**config.mk**
```make
export PLATFORM = sky130hd
export DESIGN_NAME = dac_ctl_core
export DESIGN_NICKNAME = d
export VERILOG_FILES = /design/src/rtl/dac_ctl_pkg.sv /design/src/rtl/dac_ctl_regs.sv /design/src/rtl/dac_gpio_port.sv /design/src/rtl/dac_rd_port.sv /design/src/rtl/dac_ctl_core.sv
export SDC_FILE = /design/constraint.sdc
export NUM_CORES = 1
export LEC_CHECK = 0
export CORE_MARGIN = 3
export CORE_UTILIZATION = 40
export DETAILED_ROUTE_END_ITERATION = 8
export PLACE_DENSITY = 0.76
export SLEW_MARGIN = 30
export SYNTH_ARGS = -nofsm -noshare
export SYNTH_HDL_FRONTEND = slang
export SYNTH_HIERARCHICAL = 1
export SYNTH_SLANG_ARGS = --single-unit
export TNS_END_PERCENT = 1
```
**constraint.sdc**
```tcl
create_clock -name clk -period 1.3 [get_ports clk]
set_clock_uncertainty 0.05 [all_clocks]
set_input_delay 0.13 -clock clk [delete_from_list [all_inputs] [get_ports clk]]
set_output_delay 0.13 -clock clk [all_outputs]
set_load 0.02 [all_outputs]
```
**src/rtl/dac_ctl_pkg.sv**
```systemverilog
package dac_ctl_pkg;
  typedef enum logic {
    SEL_CTRL = 1'b0,
    SEL_GPIO = 1'b1
  } reg_sel_e;

  localparam int PD_BIT     = 0;
  localparam int ARM_BIT    = 1;
  localparam int TRIP_BIT   = 4;
  localparam int GP_LVL_BIT = 0;
  localparam int GP_DIR_BIT = 1;
  localparam int MIN_W      = TRIP_BIT + 1;
endpackage

```
**src/rtl/dac_ctl_regs.sv**
```systemverilog
module dac_ctl_regs (
  input  logic clk,
  input  logic rst_n,
  input  logic wr_en,
  input  logic pd_in,
  input  logic arm_in,
  input  logic over_temp,
  output logic pd_q,
  output logic arm_q,
  output logic trip_q
);
  logic release_w;
  assign release_w = wr_en && !arm_in;

  always_ff @(posedge clk or negedge rst_n) begin
    if (!rst_n) begin
      pd_q  <= 1'b0;
      arm_q <= 1'b0;
    end else if (wr_en) begin
      pd_q  <= pd_in;
      arm_q <= arm_in;
    end
  end

  always_ff @(posedge clk or negedge rst_n) begin
    if (!rst_n)                 trip_q <= 1'b0;
    else if (release_w)         trip_q <= 1'b0;
    else if (arm_q && over_temp) trip_q <= 1'b1;
  end

  assert_trip_needs_arm_R6: assert property (@(posedge clk) disable iff (!rst_n)
    trip_q |-> arm_q);
  assert_trip_sets_R4: assert property (@(posedge clk) disable iff (!rst_n)
    (arm_q && over_temp && !release_w) |=> trip_q);
  assert_trip_sticky_R5: assert property (@(posedge clk) disable iff (!rst_n)
    (trip_q && !release_w) |=> trip_q);
  assert_release_R6: assert property (@(posedge clk) disable iff (!rst_n)
    release_w |=> !trip_q);
endmodule

```
**src/rtl/dac_gpio_port.sv**
```systemverilog
module dac_gpio_port #(
  parameter int SYNC_STAGES = 2
) (
  input  logic clk,
  input  logic rst_n,
  input  logic wr_en,
  input  logic dir_in,
  input  logic lvl_in,
  input  logic pin_in,
  output logic oe_q,
  output logic lvl_q,
  output logic pin_sync
);
  logic [SYNC_STAGES-1:0] sync_q;

  always_ff @(posedge clk or negedge rst_n) begin
    if (!rst_n) begin
      oe_q  <= 1'b0;
      lvl_q <= 1'b0;
    end else if (wr_en) begin
      oe_q  <= dir_in;
      lvl_q <= dir_in & lvl_in;
    end
  end

  generate
    for (genvar s = 0; s < SYNC_STAGES; s++) begin : g_sync
      always_ff @(posedge clk or negedge rst_n) begin
        if (!rst_n) sync_q[s] <= 1'b0;
        else if (s == 0) sync_q[s] <= pin_in;
        else sync_q[s] <= sync_q[(s == 0) ? 0 : s-1];
      end
    end
  endgenerate

  assign pin_sync = sync_q[SYNC_STAGES-1];

  assert_input_quiet_R9: assert property (@(posedge clk) disable iff (!rst_n)
    !oe_q |-> !lvl_q);
  assert_dir_write_R8: assert property (@(posedge clk) disable iff (!rst_n)
    (wr_en && dir_in) |=> (oe_q && lvl_q == $past(lvl_in)));
endmodule

```
**src/rtl/dac_rd_port.sv**
```systemverilog
module dac_rd_port #(
  parameter int DATA_W = 8
) (
  input  logic              clk,
  input  logic              rst_n,
  input  logic              rq_valid,
  output logic              rq_ready,
  input  logic [DATA_W-1:0] rd_word,
  output logic              rsp_valid,
  input  logic              rsp_ready,
  output logic [DATA_W-1:0] rsp_data
);
  assign rq_ready = !rsp_valid || rsp_ready;

  always_ff @(posedge clk or negedge rst_n) begin
    if (!rst_n) begin
      rsp_valid <= 1'b0;
      rsp_data  <= '0;
    end else if (rq_ready) begin
      rsp_valid <= rq_valid;
      if (rq_valid) rsp_data <= rd_word;
    end
  end

  assert_rsp_hold_R11: assert property (@(posedge clk) disable iff (!rst_n)
    (rsp_valid && !rsp_ready) |=> (rsp_valid && $stable(rsp_data)));
endmodule

```
**src/rtl/dac_ctl_core.sv**
```systemverilog
module dac_ctl_core
  import dac_ctl_pkg::*;
#(
  parameter int DATA_W      = 8,
  parameter int SYNC_STAGES = 2
) (
  input  logic              clk,
  input  logic              rst_n,
  input  logic              wr_valid,
  output logic              wr_ready,
  input  logic              wr_sel,
  input  logic [DATA_W-1:0] wr_data,
  input  logic              rq_valid,
  output logic              rq_ready,
  input  logic              rq_sel,
  output logic              rsp_valid,
  input  logic              rsp_ready,
  output logic [DATA_W-1:0] rsp_data,
  input  logic              over_temp,
  output logic              out_disable,
  output logic              thermal_shdn,
  output logic              gpio_oe,
  output logic              gpio_out,
  input  logic              gpio_in
);
  localparam int PAD_W = DATA_W - MIN_W;

  logic pd_q, arm_q, trip_q, pin_sync;
  logic wr_ctrl, wr_gpio;
  logic [DATA_W-1:0] ctrl_word, gpio_word, rd_word;

  assign wr_ready = 1'b1;
  assign wr_ctrl  = wr_valid && (reg_sel_e'(wr_sel) == SEL_CTRL);
  assign wr_gpio  = wr_valid && (reg_sel_e'(wr_sel) == SEL_GPIO);

  dac_ctl_regs u_regs (
    .clk(clk), .rst_n(rst_n), .wr_en(wr_ctrl),
    .pd_in(wr_data[PD_BIT]), .arm_in(wr_data[ARM_BIT]),
    .over_temp(over_temp),
    .pd_q(pd_q), .arm_q(arm_q), .trip_q(trip_q)
  );

  dac_gpio_port #(.SYNC_STAGES(SYNC_STAGES)) u_gpio (
    .clk(clk), .rst_n(rst_n), .wr_en(wr_gpio),
    .dir_in(wr_data[GP_DIR_BIT]), .lvl_in(wr_data[GP_LVL_BIT]),
    .pin_in(gpio_in),
    .oe_q(gpio_oe), .lvl_q(gpio_out), .pin_sync(pin_sync)
  );

  generate
    if (PAD_W > 0) begin : g_pad
      assign ctrl_word = {{PAD_W{1'b0}}, trip_q, 2'b00, arm_q, pd_q};
    end else begin : g_nopad
      assign ctrl_word = {trip_q, 2'b00, arm_q, pd_q};
    end
  endgenerate

  assign gpio_word = {{(DATA_W-1){1'b0}}, pin_sync};
  assign rd_word   = (reg_sel_e'(rq_sel) == SEL_GPIO) ? gpio_word : ctrl_word;

  dac_rd_port #(.DATA_W(DATA_W)) u_rd (
    .clk(clk), .rst_n(rst_n),
    .rq_valid(rq_valid), .rq_ready(rq_ready), .rd_word(rd_word),
    .rsp_valid(rsp_valid), .rsp_ready(rsp_ready), .rsp_data(rsp_data)
  );

  assign thermal_shdn = trip_q;
  assign out_disable  = pd_q | trip_q;

  assert_pd_keeps_arm_R3: assert property (@(posedge clk) disable iff (!rst_n)
    !wr_ctrl |=> $stable(arm_q));
  assert_pd_keeps_gpio_R3: assert property (@(posedge clk) disable iff (!rst_n)
    !wr_gpio |=> ($stable(gpio_oe) && $stable(gpio_out)));
endmodule

```
Yosys cells after proc, flatten, opt, wreduce, memory -nomap -nowiden
Index checks and enable logic that the tools add are counted.
W data, S select, Z words.
Operators by class
  $add $sub $neg: 0
  $mul: 0
  div/mod/pow operators: 0
  $lt $le $gt $ge: 0
  eq/ne operators: 0
  shift operators: 0
  multiplexer cells: 3
  bitwise operators: 3
  reduce and logical (&&, ||, !) cells: 9
Operators with widths (count)
  $mux W5: 1
  $logic_and A1 B1 Y1: 4
  $logic_not A1 Y1: 2
  $mux W1: 2
  $reduce_and A2 Y1: 1
  $reduce_bool A2 Y1: 1
  $and A1 B1 Y1: 1
  $logic_or A1 B1 Y1: 1
  $not A1 Y1: 1
  $or A1 B1 Y1: 1
Storage, ports and cells
  register bits after elaboration: 16
  latch bits: 0
  RAM bits: 0
  bits in read-only memories: 0
  output and inout port bits: 15
  word-level logic and storage cells: 24
  memories: 0

Logic depth before layout (Yosys ltp)
  word-level depth: 4
  gate-level depth with buffers: 3
  mapped depth without buffers: 3

By module
Netlist, hierarchy kept.
Modules (own cells, without submodules)
  dac_rd_port: instances 1, cells each 20, area each 385.4 µm²
  dac_gpio_port: instances 1, cells each 8, area each 128.9 µm²
  dac_ctl_regs: instances 1, cells each 8, area each 111.4 µm²
  dac_ctl_core: instances 1, cells each 9, area each 66.3 µm²

Worst setup path after synthesis
Ideal clock, no wire load.
  path kind: register to register
  start point: reg u_rd.rsp_valid
  end point: reg u_rd.rsp_data[0]
  library setup time: 0.125 ns
  data arrival time: 1.040 ns
  required time: 1.125 ns
  setup slack: 0.085 ns
  stages on the path, launching flop included: 4
  clock period less this slack: 1.215 ns
  cells stage by stage: dfrtp_1 nand2b_4 nand2_8 mux2_4
Between the ends
  word-level cells in the longest chain between the ends: 3
RTL lines
  start: declaration: RTL line dac_rd_port.sv:9  | output logic rsp_valid,
  start signal: assignment: RTL line dac_rd_port.sv:20  | rsp_valid <= rq_valid;
  $logic_not A1 Y1: RTL line dac_rd_port.sv:13  | assign rq_ready = !rsp_valid || rsp_ready;
  $logic_or A1 B1 Y1: RTL line dac_rd_port.sv:13
  net rq_ready: RTL line dac_ctl_core.sv:14  | output logic rq_ready,
  $reduce_and A2 Y1 (no line)
  end signal: assignment: RTL line dac_rd_port.sv:21  | if (rq_valid) rsp_data <= rd_word;
  end: declaration: RTL line dac_rd_port.sv:11  | output logic [DATA_W-1:0] rsp_data
The timed path passes the listed nets, and every way through them passes these cells.
A chain may end at the register's enable or synchronous reset.

Worst setup path in the final report
  start point: reg u_regs.trip_q
  end point: out out_disable
Between the ends
  word-level cells in the longest chain between the ends: 1
RTL lines
  start: declaration: RTL line dac_ctl_regs.sv:10  | output logic trip_q
  start signal: assignment: RTL line dac_ctl_regs.sv:26  | if (!rst_n) trip_q <= 1'b0;
  start signal: assignment: RTL line dac_ctl_regs.sv:27  | else if (release_w) trip_q <= 1'b0;
  start signal: assignment: RTL line dac_ctl_regs.sv:28  | else if (arm_q && over_temp) trip_q <= 1'b1;
  $or A1 B1 Y1: RTL line dac_ctl_core.sv:68  | assign out_disable = pd_q | trip_q;
  end: declaration: RTL line dac_ctl_core.sv:20  | output logic out_disable,
No other way between the ends.

==> flow_summary.yaml <==
finish:
  stdcell_area_um2: 1000
  area_growth_pct: 44.5
  utilization_pct: 64.1
  drive_above_1_share_pct: 35.0
  n_antenna_cell: 0
  stdcell_count: 96
  n_fill_cell: 144
  nets: 99
timing:
  fmax_mhz: 814
  setup_viol: 0
  period_share_pct: 94.5
  hold_viol: 0
  tns_ps: 0
  whs_ps: 100
  rsz0062_at_grt: "no"
  timing.final.crit_period_ps: 1230
  slew_viol_final: 0
worst_setup_path:
  worstPathMaxFanout: 2
  cp-start-kind: "register"
  critPathArrivalTime_ps: 1050
  worstPathRequired_ps: 1120
  end_kind: "output port"
  critical_path_class: "register to output port"
  r2r_cells: 3
cts:
  cts_buffer_depth: 2
  cts_setup_buffers: 0
  clock_latency_ps: 280
  cts_tree: "built"
  cts_max_level: 1
  cts_made_buffers: 3
  root_buffer: "clkbuf_4"
  clkSlewWorstSetupHoldPaths_ps: 80
  cts_sinks: 16
  postCtsHoldBufs: 0
floorplanning:
  die_x_um: 47.6
  initial_core_util_pct: 44.4
  io_pins: 32
  core_area_um2: 1560
  die_height_um: 47.6
  rows: 14
  die_area_um2: 2260
synthesis:
  syn_area_um2: 692
  synth_simple_gate_area_share_pct: 11.8
  synthAdderAreaFrac_pct: 0
  async_flop_share_pct: 100
  synth_xor_area_share_pct: 0
  synth_top_family_by_area: "multiplexers"
  synth_commonest_cells: "dfrtp_1 (16), mux2_4 (10)"
  synth.area.top_cells: "dfrtp_1 (58%), mux2_4 (22%), mux2_2 (3.3%), nand2_8 (2.9%), and2b_2 (2.5%)"
  synth_edf_count: 0
  synthMuxAreaShare_pct: 25.0
  yosysSeqAreaShare_pct: 57.9
  synth_top_cell_by_area: "dfrtp_1"
  synthFlopType: "dfrtp_1"
  synth.most_common_cell: "dfrtp_1"
  ys_warn_count: 6
  synth_top_area_share_pct: 57.9
  ys_ff_latch: 16
  syn_inst: 45
  synth_compound_area_share_pct: 2.17
  synth_cell_types: 16
  avgSynthCellArea_um2: 15.4
placement:
  dpl.hpwl_um: 957
  dpl_cell_area_um2: 997
  gp_congestion: 0.674
  place_inst: 93
  portBuffers: 24
pwr:
  p_int_w: 0.000884
  p_leak_nw: 0.502
  vdd_drop_max_mv: 0.602
  sw_frac_of_total_pct: 28.9
  p_per_area_nw_per_um2: 1240
  combPwrFrac_pct: 31.0
  p_switching_w: 0.000359
  power_frac_clock_pct: 20.3
  power_frac_seq_pct: 48.7
route:
  viasPerCell: 4.72
  drt_iter0_drc: 2
  num_vias: 453
  drc_errors: 0
  firstDrtPassIters: 3
  wl_um: 1230
  ant_nets: 0
  wl_per_cell_um: 12.8
global_routing:
  grt-ovfl-total: 0
  grt_usage_pct: 13.2
  grt_pass1_vias: 432
  antenna_found_initial: 0
  grt_max_degree: 17
  grt_pass1_wl_um: 1950
run:
  drv_cap: 0
status:
  outcome: "finished, final reports clean"
worst_hold_path:
  hp-class: "input port to asynchronous set/reset pin"
==> path summary, 6_finish.rpt <==
check	from	end	slack, ps
min reg2reg	u_gpio/sync_q[0]$_DFF_PN0_	u_gpio/pin_sync$_DFF_PN0_	300
max in group asynchronous	rst_n	u_gpio/sync_q[0]$_DFF_PN0_	920
max	u_regs/trip_q$_DFFE_PN0P_	out_disable	70
max reg2reg	u_regs/pd_q$_DFFE_PN0P_	u_rd/rsp_data[0]$_DFFE_PN0P_	110
min	rst_n	u_rd/rsp_data[3]$_DFFE_PN0P_	100
min in group clk	gpio_in	u_gpio/sync_q[0]$_DFF_PN0_	240
==> layer usage <==
metal	GRT usage, %	wire length, um
met3	5.26	125
met2	20.9	563
met1	14.9	508
met4	8.06	29
met5	0	0
==> power groups by stage <==
stage               registers (W)  logic [W]  clock network, W
floorplan                0.000685   0.000145                 0
global placement         0.000613   0.000423                 0
detailed placement       0.000617   0.000431                 0
CTS                      0.000606   0.000388          0.000271
global route             0.000615   0.000414          0.000287
finish                   0.000605   0.000385          0.000253
==> worst max-delay path, stage by stage (launching register included) <==
cell	delay, ps
dfrtp_1	390
or2_4	250
buf_6	130
==> cell type report <==
class | instances | area, um2 | area share (%)
Inverter | 2 | 7.51 | 0.751
Tap cell | 16 | 20.0 | 2.00
Multi-Input combinational cell | 30 | 294 | 29.4
Clock buffer | 3 | 22.5 | 2.25
Timing Repair Buffer | 29 | 255 | 25.5
Sequential cell | 16 | 400 | 40.1
==> registers in the layout, indices dropped and copies added (netlist names) <==
name,cells
u_regs/trip_q,1
u_rd/rsp_valid,1
u_rd/rsp_data,8
u_regs/arm_q,1
u_gpio/lvl_q,1
u_gpio/oe_q,1
u_regs/pd_q,1
u_gpio/pin_sync,1
u_gpio/sync_q,1
==> layout by cell type, fill, tap and decap left out, types with 2 or more instances in the layout <==
master,netlist,final
conb_1,2,6
and2b_2,2,2
mux2_2,2,2
clkbuf_2,0,2
inv_1,2,2
a21oi_1,2,2
dlygate4sd2_1,0,11
dfrtp_1,16,16
clkbuf_4,0,3
buf_4,1,5
clkdlybuf4s50_1,0,10
mux2_4,10,10
==> kinds of logic after synthesis <==
| logic type | Yosys count |
|---|---|
| and+or+nand+nor | 9 |
| AOI/OAI and AO/OA | 3 |
| other | 2 |
| DFF | 16 |
| buffers and inverters | 3 |
| muxes | 12 |
==> repair_timing <==
action	CTS	global route
gates cloned	0	0
setup endpoints to repair	14	3
hold endpoints to repair	0	0
resized for setup	17	7
==> stage by stage <==
step,total power (W),setup slack [ps]
after floorplan,0.000830,85.1
after global placement,0.00104,-172
after detailed placement,0.00105,-180
after CTS,0.00127,-149
after global routing,0.00132,27.6
final,0.00124,71.9
No activity file was read; power rests on OpenSTA's default activity.
